===== src/rtl/uart_regs_pkg.sv =====
`timescale 1ns/1ps
package uart_regs_pkg;
    // Register offsets (byte addresses within the window)
    localparam int OFS_DATA        = 'h00;
    localparam int OFS_DATA_NARROW = 'h03;
    localparam int OFS_STAT        = 'h04;
    localparam int OFS_CTRL        = 'h08;

    // Status word bit positions
    localparam int ST_DREADY   = 0;
    localparam int ST_TSH_MT   = 1;
    localparam int ST_THR_MT   = 2;
    localparam int ST_OVERRUN  = 4;
    localparam int ST_THR_HALF = 7;
    localparam int ST_RX_HALF  = 8;
    localparam int ST_THR_FULL = 9;
    localparam int ST_RX_FULL  = 10;

    // Control word bit positions
    localparam int CT_RXEN  = 0;
    localparam int CT_TXEN  = 1;
    localparam int CT_RXIRQ = 2;
    localparam int CT_TXIRQ = 3;

    typedef enum logic [1:0] {
        SEL_ZERO = 2'd0,
        SEL_DATA = 2'd1,
        SEL_STAT = 2'd2,
        SEL_CTRL = 2'd3
    } reg_sel_e;
endpackage


===== src/rtl/rx_byte_fifo.sv =====
`timescale 1ns/1ps
module rx_byte_fifo #(
    parameter int DEPTH = 16
) (
    input  logic                         clk,
    input  logic                         rst_n,
    input  logic                         push,
    input  logic [7:0]                   push_data,
    input  logic                         pop,
    output logic [7:0]                   head,
    output logic [$clog2(DEPTH+1)-1:0]   count,
    output logic                         accepted,
    output logic                         dropped
);
    localparam int PTR_W = (DEPTH > 1) ? $clog2(DEPTH) : 1;
    localparam int CNT_W = $clog2(DEPTH+1);

    typedef struct packed {
        logic [DEPTH-1:0][7:0] mem;
        logic [PTR_W-1:0]      wr;
        logic [PTR_W-1:0]      rd;
        logic [CNT_W-1:0]      cnt;
    } fifo_st_t;

    fifo_st_t st_d, st_q;
    logic pop_eff, push_ok;

    function automatic logic [PTR_W-1:0] bump(input logic [PTR_W-1:0] p);
        return (p == PTR_W'(DEPTH-1)) ? '0 : p + 1'b1;
    endfunction

    always_comb begin
        st_d    = st_q;
        pop_eff = pop && (st_q.cnt != '0);
        push_ok = push && ((st_q.cnt != CNT_W'(DEPTH)) || pop_eff);
        if (push_ok) begin
            st_d.mem[st_q.wr] = push_data;
            st_d.wr           = bump(st_q.wr);
        end
        if (pop_eff) begin
            st_d.rd = bump(st_q.rd);
        end
        st_d.cnt = st_q.cnt + CNT_W'(push_ok) - CNT_W'(pop_eff);
    end

    always_ff @(posedge clk or negedge rst_n) begin
        if (!rst_n) st_q <= '0;
        else        st_q <= st_d;
    end

    assign head     = st_q.mem[st_q.rd];
    assign count    = st_q.cnt;
    assign accepted = push_ok;
    assign dropped  = push && !push_ok;

    // occupancy never passes the depth
    assert_no_overflow_R7: assert property (@(posedge clk) disable iff (!rst_n)
        st_q.cnt <= CNT_W'(DEPTH));

    // popping an empty FIFO leaves it empty
    assert_empty_pop_R6: assert property (@(posedge clk) disable iff (!rst_n)
        (pop && st_q.cnt == '0 && !push) |=> (st_q.cnt == '0));

    // a lone pop removes exactly one byte
    assert_single_pop_R5: assert property (@(posedge clk) disable iff (!rst_n)
        (pop && !push && st_q.cnt != '0) |=> (st_q.cnt == $past(st_q.cnt) - 1'b1));
endmodule


===== src/rtl/tx_hold_reg.sv =====
`timescale 1ns/1ps
module tx_hold_reg (
    input  logic       clk,
    input  logic       rst_n,
    input  logic       load,
    input  logic [7:0] load_data,
    input  logic       tx_ready,
    output logic       tx_valid,
    output logic [7:0] tx_data,
    output logic       loaded
);
    typedef struct packed {
        logic       valid;
        logic [7:0] data;
    } hold_st_t;

    hold_st_t st_d, st_q;
    logic     free, load_ok;

    always_comb begin
        st_d    = st_q;
        free    = !st_q.valid || tx_ready;
        load_ok = load && free;
        if (load_ok) begin
            st_d.valid = 1'b1;
            st_d.data  = load_data;
        end else if (st_q.valid && tx_ready) begin
            st_d.valid = 1'b0;
        end
    end

    always_ff @(posedge clk or negedge rst_n) begin
        if (!rst_n) st_q <= '0;
        else        st_q <= st_d;
    end

    assign tx_valid = st_q.valid;
    assign tx_data  = st_q.data;
    assign loaded   = load_ok;

    // an offered byte holds steady until taken
    assert_tx_hold_R8: assert property (@(posedge clk) disable iff (!rst_n)
        (tx_valid && !tx_ready) |=> (tx_valid && $stable(tx_data)));
endmodule


===== src/rtl/apb_uart_regs.sv =====
`timescale 1ns/1ps
module apb_uart_regs
    import uart_regs_pkg::*;
#(
    parameter int DEPTH  = 16,
    parameter int ADDR_W = 8
) (
    input  logic              pclk,
    input  logic              presetn,
    input  logic              psel,
    input  logic              penable,
    input  logic              pwrite,
    input  logic [ADDR_W-1:0] paddr,
    input  logic [31:0]       pwdata,
    output logic [31:0]       prdata,
    output logic              pready,
    output logic              pslverr,
    input  logic              rx_valid,
    input  logic [7:0]        rx_data,
    output logic              rx_ready,
    output logic              tx_valid,
    output logic [7:0]        tx_data,
    input  logic              tx_ready,
    output logic              irq
);
    localparam int CNT_W = $clog2(DEPTH+1);
    localparam int HALF  = DEPTH / 2;

    typedef struct packed {
        logic [31:0] ctrl;
        logic        overrun;
        logic        irq;
    } regs_st_t;

    regs_st_t st_d, st_q;

    logic             acc_rd, acc_wr;
    reg_sel_e         sel;
    logic             fifo_push, fifo_pop, rx_took, rx_drop;
    logic [7:0]       fifo_head;
    logic [CNT_W-1:0] fifo_cnt;
    logic             tx_load, tx_took;
    logic [31:0]      status_w;

    // Address decode
    always_comb begin
        acc_rd = psel && penable && !pwrite;
        acc_wr = psel && penable && pwrite;
        if (paddr == ADDR_W'(OFS_DATA) || paddr == ADDR_W'(OFS_DATA_NARROW))
            sel = SEL_DATA;
        else if (paddr == ADDR_W'(OFS_STAT))
            sel = SEL_STAT;
        else if (paddr == ADDR_W'(OFS_CTRL))
            sel = SEL_CTRL;
        else
            sel = SEL_ZERO;
    end

    assign fifo_push = rx_valid && st_q.ctrl[CT_RXEN];
    assign fifo_pop  = acc_rd && (sel == SEL_DATA);
    assign tx_load   = acc_wr && (sel == SEL_DATA) && st_q.ctrl[CT_TXEN];

    rx_byte_fifo #(.DEPTH(DEPTH)) u_rx_fifo (
        .clk       (pclk),
        .rst_n     (presetn),
        .push      (fifo_push),
        .push_data (rx_data),
        .pop       (fifo_pop),
        .head      (fifo_head),
        .count     (fifo_cnt),
        .accepted  (rx_took),
        .dropped   (rx_drop)
    );

    tx_hold_reg u_tx_hold (
        .clk       (pclk),
        .rst_n     (presetn),
        .load      (tx_load),
        .load_data (pwdata[7:0]),
        .tx_ready  (tx_ready),
        .tx_valid  (tx_valid),
        .tx_data   (tx_data),
        .loaded    (tx_took)
    );

    // Status word assembly
    always_comb begin
        status_w              = '0;
        status_w[ST_DREADY]   = (fifo_cnt != '0);
        status_w[ST_TSH_MT]   = !tx_valid;
        status_w[ST_THR_MT]   = !tx_valid;
        status_w[ST_OVERRUN]  = st_q.overrun;
        status_w[ST_THR_HALF] = tx_valid;
        status_w[ST_RX_HALF]  = (fifo_cnt >= CNT_W'(HALF));
        status_w[ST_THR_FULL] = tx_valid;
        status_w[ST_RX_FULL]  = (fifo_cnt == CNT_W'(DEPTH));
    end

    // Next-state logic
    always_comb begin
        st_d = st_q;
        if (acc_wr && sel == SEL_CTRL)
            st_d.ctrl = pwdata;
        st_d.overrun = st_q.overrun || rx_drop;
        st_d.irq     = (rx_took && st_q.ctrl[CT_RXIRQ]) ||
                       (tx_took && st_q.ctrl[CT_TXIRQ]);
    end

    always_ff @(posedge pclk or negedge presetn) begin
        if (!presetn) st_q <= '0;
        else          st_q <= st_d;
    end

    // Read mux
    always_comb begin
        unique case (sel)
            SEL_DATA: prdata = (fifo_cnt != '0) ? {24'd0, fifo_head} : 32'd0;
            SEL_STAT: prdata = status_w;
            SEL_CTRL: prdata = st_q.ctrl;
            default:  prdata = 32'd0;
        endcase
    end

    assign pready   = 1'b1;
    assign pslverr  = 1'b0;
    assign rx_ready = 1'b1;
    assign irq      = st_q.irq;

    // occupancy cannot grow while receive is disabled
    assert_rx_gate_R4: assert property (@(posedge pclk) disable iff (!presetn)
        !st_q.ctrl[CT_RXEN] |=> (fifo_cnt <= $past(fifo_cnt)));

    // overrun is sticky
    assert_overrun_sticky_R7: assert property (@(posedge pclk) disable iff (!presetn)
        st_q.overrun |=> st_q.overrun);

    // a new transmit byte only appears with transmit enabled
    assert_tx_gate_R8: assert property (@(posedge pclk) disable iff (!presetn)
        $rose(tx_valid) |-> $past(st_q.ctrl[CT_TXEN]));

    // a pulse needs one of the interrupt enables
    assert_irq_cause_R10: assert property (@(posedge pclk) disable iff (!presetn)
        irq |-> $past(st_q.ctrl[CT_RXIRQ] || st_q.ctrl[CT_TXIRQ]));
endmodule


===== config.mk =====
export PLATFORM = sky130hd
export DESIGN_NAME = apb_uart_regs
export DESIGN_NICKNAME = d
export VERILOG_FILES = /design/src/rtl/uart_regs_pkg.sv /design/src/rtl/rx_byte_fifo.sv /design/src/rtl/tx_hold_reg.sv /design/src/rtl/apb_uart_regs.sv
export SDC_FILE = /design/constraint.sdc
export NUM_CORES = 1
export LEC_CHECK = 0
export ABC_AREA = 0
export BUFFER_PORTS_ARGS = -buffer_cell sky130_fd_sc_hd__buf_2
export CORE_AREA = 3 3 195 197
export DETAILED_ROUTE_END_ITERATION = 16
export DIE_AREA = 0 0 198 200
export GPL_TIMING_DRIVEN = 0
export PLACE_DENSITY_LB_ADDON = 0.1
export SETUP_SLACK_MARGIN = 0.05
export SLEW_MARGIN = 20
export SYNTH_ARGS = -nofsm -noshare
export SYNTH_HDL_FRONTEND = slang
export SYNTH_SLANG_ARGS = --single-unit

===== constraint.sdc =====
create_clock -name pclk -period 3.2 [get_ports pclk]
set_clock_uncertainty 0.2 [all_clocks]
set_input_delay 0.16 -clock pclk [delete_from_list [all_inputs] [get_ports pclk]]
set_output_delay 0.16 -clock pclk [all_outputs]
set_load 0.1 [all_outputs]

==> impl_results.md, run 1 <==
- CTS Buf Count: 17
- Startpoint types: input pin
- Largest net degree at the start of global routing: 97
- Post-Synthesis Cells: 631
- Mux contribution to synthesized area: 0.310
- ANT cells: 0
- Largest family of logic cells by synthesized area: multiplexers
- Synth Area in Simple Gates: 0.0651
- Most numerous cell in the Yosys netlist: dfrtp_1
- Kind of critical path: in -> reg
- Hold/Removal Path Class: in -> reg
- Post-route ant nets: 0
- Sequential cell area: 4610 um2
- Multi-input gate area: 4360 um2
- Width of the die: 198 um
- Least-Margin Pin Slew: 756 ps
- Max frequency: 332 MHz
- Status: completed
- Power Density: 443 nW/um2
- Worst Path Max Fanout: 10
- Cells after DPL: 1,195
- Maximum vdd drop: 356 uV
- Area growth syn-to-layout: 26.1%
- Synth unique cells: 58
- Detailed Routing Iterations Pass 1: 4
- Clk_lat worst skew: 430 ps
- First-pass GRT wire length: 39,100 um
- Internal power: 3720 uW
- RSZ-0062 raised after global routing: yes
- Required @ worst endpoint: 3360 ps
- Max Root-Sink Buffers: 2
- DRC violations left: 0
- Number of synthesis warnings: 0
- Slew margin rel.: 0.496
- Compound-Gate Fraction of Synth Area: 0.0607
- GPL Wtd Cong: 0.764
- # fillers: 3,649
- Max-cap violations: 0
- Die Ht: 200 um
- Post-synthesis xor/xnor area fraction: 0.00576
- CTS root buf: clkbuf_16
- CTS tree: built
- Area post-placement: 10,200 um2
- Fraction of layout cells with a size suffix above 1: 0.493
- Antenna violations before repair: 0
- Fin cells: 1,276
- GRT overflow: 0
- Share of power burned in the clock network: 0.420
- Tot GR Track Use: 0.132
- Ports: 100
- Ys async rst share: 1.00
- Layout net count: 864
- Design Area, Final: 11,500 um2
- DPL Wire Length: 18,000 um
- WL final: 25,400 um
- CP Capture Type: flop
- Post-synth top cells: dfrtp_1 (184), mux2_2 (175), mux4_2 (32)
- Register area share after synthesis: 0.505
- Via/cell ratio: 4.60
- Synth area leader: dfrtp_1
- Number of global-route vias before repair: 6,383
- Yosys reg bits: 184
- Initial core utilization: 0.250
- IO buf count: 94
- DR iter-0 viols: 193
- Final slew viol count: 0
- CTS clk-pin slew, worst paths: 70 ps
- Critical Path AT: 3170 ps
- Clock sink total: 184
- Period utilization: 0.940
- Main flop type after synthesis: dfrtp_1
- Core footprint: 36,400 um2
- Tmin final: 3010 ps
- DR WL/cell: 19.9 um
- Pleak: 0.00539 uW
- Syn Area/Cell: 14.4 um2
- Area of the mapped netlist: 9120 um2
- Top area cells in the synthesized netlist: dfrtp_1 (51%), mux2_2 (22%), mux4_2 (7.9%), a31oi_4 (1.9%), ha_1 (1.8%)
- Full die area: 39,600 um2
- # setup viols final: 0
- Net switching fraction of the power: 0.270
- Comb pwr share: 0.106
- Part of the power in registers: 0.474
- Post-synth EDFFs: 0
- Via count: 5,864
- Switching power: 1380 uW
- Final hold violations: 0
- Adder-Cell Fraction of Synth Area: 0.0200
- Post-synth top area share: 0.505
- H-tree levels: 4
- Rows: 70
[power groups by stage]
stage | Combinational (uW) | Sequential (uW) | Clock, uW
final | 539 | 2410 | 2140
after floorplan | 299 | 2450 | 0
after global routing | 604 | 2420 | 2310
after detailed placement | 490 | 2460 | 0
after global placement | 465 | 2450 | 0
after CTS | 546 | 2420 | 2220
[layout make-up]
type,count,area share
plain buffers,43,0.0231
clock buffers,18,0.0373
multi-input cells,387,0.379
repair buffers,145,0.0893
clock inverters,14,0.0140
flip-flops and latches,184,0.401
well taps,468,0.0509
inverters,17,0.00555
[worst max-delay path: stages]
cell      delay [ps]
buf_2             90
or4_1            500
buf_2            210
nor4_2           310
buf_4            190
buf_12           160
nand2_2          130
inv_1            100
ha_1             220
inv_1             50
ha_1             150
inv_1             60
fa_1             400
inv_1             70
a21oi_1           60
o21bai_1         160
xnor2_1          130
[routing by layer]
layer | wire, um | global-route usage | up-vias
li1 | - | - | 2676
met2 | 12800 | 0.229 | 97
met4 | 209 | 0.0312 | 0
met5 | 0 | 0 | -
met3 | 773 | 0.0232 | 14
met1 | 11700 | 0.173 | 3077
[kinds of logic (layout without fill, tap and decap cells)]
family                     after synthesis  after routing
AOI/OAI and AO/OA                       56             56
muxes                                  220            220
and+or+nand+nor                         88             88
buffers and inverters                   61            237
xor gates and xnor gates                 6              6
adders and majority gates               14             14
other                                    2              3
DFF                                    184            184
[registers in the layout, indices dropped and copies added (netlist names)]
register,flops
u_tx_hold.tx_data,8
u_rx_fifo.st_q,136
u_tx_hold.tx_valid,1
u_rx_fifo.count,5
st_q,33
irq,1
[timing repair]
item | in CTS | in global routing
pin swaps | 0 | 2
gates resized for setup | 28 | 23
gates cloned | 0 | 0
endpoints found under the hold margin | 178 | 0
hold buffers | 44 | 0
setup endpoints to repair | 67 | 70
setup buffers | 1 | 5
[through the flow]
step           hold WS [ps]  setup WS, ps  utilization  total power (uW)  setup TNS, ps
6_report               49.6           192        0.316              5090              0
4_1_cts                31.4          28.7        0.312              5180              0
5_1_grt                63.5         -38.4        0.316              5340          -38.4
3_5_place_dp           34.4          -418        0.281              2950          -4220
3_3_place_gp            191         -1250        0.280              2920        -231680
2_1_floorplan          -336         -57.9            -              2740          -57.9
[layout by cell type, fill, tap and decap left out, drive strengths merged, types with 10 or more instances in the layout]
cell and count:
a31oi 17, dfrtp 184, and2 23, mux2 182, ha 13, clkbuf 43, nor3b 16, nand3 12
mux4 32, buf 119, inv 23, a21oi 10, dlygate4sd3 44
[path summary, 6_finish.rpt]
kind	end	depth (start not counted)	slack (ps)	start
worst max-delay path	u_rx_fifo.count[4]	17	190	paddr[5]
worst min-delay path	irq	3	50	pwrite
worst max register to register	u_rx_fifo.count[4]	14	210	u_rx_fifo.count[3]
worst min register to register	st_q[1]	1	290	st_q[1]
max in group asynchronous	u_rx_fifo.st_q[101]	3	1750	presetn
min in group asynchronous	u_rx_fifo.count[1]	2	120	presetn
Power figures use the tool's default switching activity.
==> inputs of run 2 (changes only) <==
==> constraint.sdc (replaced) <==
create_clock -name pclk -period 3.7 [get_ports pclk]
set_clock_uncertainty 0.2 [all_clocks]
set_input_delay 0.185 -clock pclk [delete_from_list [all_inputs] [get_ports pclk]]
set_output_delay 0.185 -clock pclk [all_outputs]
set_load 0.1 [all_outputs]
==> run 2 against run 1 <==
Compared with the run above: clock-buffer cell count fell by 1; hold slack got worse by 25 ps; via count fell by 0.51%; routed wire length fell by 0.25%; sequential share of layout area rose by 0.66 points; non-clock buffer count fell by 5; clock power fell by 10%; utilization fell by 0.52 points.
==> impl_results.md, run 2 (synthesis results as in run 1) <==
- Commonest non-fill, non-tap cell in the layout: dfrtp_1
- WHS Path Cells: 2
- Max-cap violations: 0
- DPL Wire Length: 17,900 um
- Multi-input gate area: 4230 um2
- Width of the die: 198 um
- Clk_lat worst skew: 440 ps
- Power Density: 394 nW/um2
- Post-route ant nets: 0
- Max frequency: 290 MHz
- Max Root-Sink Buffers: 2
- Final slew viol count: 0
- Slew margin rel.: 0.373
- Max reg flops: 136
- CTS tree: built
- Via count: 5,834
- Initial core utilization: 0.250
- Full die area: 39,600 um2
- Final hold violations: 0
- Status: completed
- Least-Margin Pin Slew: 938 ps
- Fraction of layout cells with a size suffix above 1: 0.472
- Final TNS setup: 0 ps
- Slowest cell on crit path: mux4_2
- Antenna violations before repair: 0
- Rows: 70
- Critical Path AT: 3060 ps
- Biggest register: u_rx_fifo.st_q
- R2R Path End: u_rx_fifo.st_q[108]
- Area growth syn-to-layout: 24.1%
- CTS root buf: clkbuf_16
- Startpoint types: flop
- # setup viols final: 0
- Cell Chain, Critical Path: clkbuf_1, clkbuf_2, mux4_2, mux2_2, nand3_1, o221ai_1, buf_2
- Maximum vdd drop: 316 uV
- DR iter-0 viols: 208
- RR Startpoint: u_rx_fifo.count[2]
- Required @ worst endpoint: 3310 ps
- Final setup margin: 255 ps
- First-pass GRT wire length: 38,900 um
- Period utilization: 0.931
- Kind of critical path: reg -> out
- Largest net degree at the start of global routing: 96
- RSZ-0062 raised after global routing: no
- Die Ht: 200 um
- Ports: 100
- ANT cells: 0
- R2r worst-path depth: 6
- Detailed Routing Iterations Pass 1: 5
- Layout net count: 859
- CP Capture Type: output port
- Most frequent cells in the layout: dfrtp_1 (184), mux2_2 (175), buf_2 (99)
- Tmin final: 3450 ps
- WL final: 25,300 um
- IO buf count: 94
- Number of global-route vias before repair: 6,342
- Place WS: 9.60 ps
- Via/cell ratio: 4.59
- CTS clk-pin slew, worst paths: 80 ps
- Total power: 4450 uW
- GRT overflow: 0
- # fillers: 3,623
- H-tree levels: 4
- Hold_sp: rx_valid
- R2r setup slk: 350 ps
- Clock sink total: 184
- Sequential cell area: 4600 um2
- Worst Path Max Fanout: 10
- Hold/Removal Path Class: in -> reg
- Pleak: 0.00534 uW
- Core footprint: 36,400 um2
- DR WL/cell: 19.9 um
- Delay of the slowest critical-path stage: 560 ps
- Hold endpoint: st_q[1]
- CTS Buf Count: 17
- GPL Wtd Cong: 0.750
- Tot GR Track Use: 0.131
- DRC violations left: 0
[run 2: cell types whose count changed in the layout (fill, tap and decap cells not counted), moves of 3 or more]
cell	delta
buf_4	-12
buf_2	+11
a31oi_2	+7
a31oi_4	-7
buf_6	-5
clkbuf_1	+3
o221ai_1	+3
o221ai_2	-3
[run 2: routing by layer]
| layer | up-vias | share of wire | track usage | routed length [um] |
|---|---|---|---|---|
| met5 | - | 0 | 0 | 0 |
| met2 | 120 | 0.49 | 0.221 | 12400 |
| li1 | 2661 | - | - | - |
| met3 | 22 | 0.037 | 0.0269 | 947 |
| met1 | 3031 | 0.46 | 0.173 | 11600 |
| met4 | 0 | 0.014 | 0.0359 | 349 |
[run 2: report_power, final]
part	total, uW	internal [uW]	switching (uW)
Clock	1920	986	935
Combinational	446	192	254
Sequential	2090	2050	32.9
[run 2: area by class of cell]
type,instances,share of cell area
well taps,468,0.0518
inverters,17,0.00564
clock inverters,15,0.0175
clock buffers,17,0.0376
repair buffers,139,0.0854
plain buffers,44,0.0210
multi-input cells,387,0.374
flip-flops and latches,184,0.407
[run 2: worst max path at each step]
stage | slack [ps] | endpoint | from | cells past startpoint
4_1_cts | 90 | prdata[1] | u_rx_fifo.st_q[6] | 6
2_1_floorplan | 200 | prdata[1] | u_rx_fifo.st_q[5] | 5
6_report | 250 | prdata[1] | u_rx_fifo.st_q[5] | 7
5_1_grt | 80 | prdata[7] | u_rx_fifo.st_q[5] | 7
3_3_place_gp | -800 | u_rx_fifo.st_q[126] | presetn | 1
3_5_place_dp | 10 | u_rx_fifo.count[4] | paddr[5] | 17
[run 2: what timing repair did]
| item | in CTS | in global routing |
|---|---|---|
| buffers inserted | 0 | 0 |
| resized for setup | 5 | 3 |
| setup endpoints to repair | 8 | 8 |
| pin swaps | 0 | 0 |
| hold buffers | 43 | 0 |
| hold endpoints to repair | 183 | 0 |
[run 2: per-stage QoR]
step	instance area, um2	instances	utilization	hold WS, ps
final	11300	1271	0.310	24.7
after global routing	11300	1271	0.310	38.2
after CTS	11300	1271	0.310	4.05
after detailed placement	10200	1196	0.281	55.9
after global placement	10200	1194	0.279	211
after floorplan	9120	632	-	-311
[run 2: critical path, delay by kind of cell (launching register included)]
family | cells | cell delay, ps
simple gates | 1 | 100
mux | 2 | 870
compound gates | 1 | 150
flops | 1 | 370
buf+inv | 3 | 1120
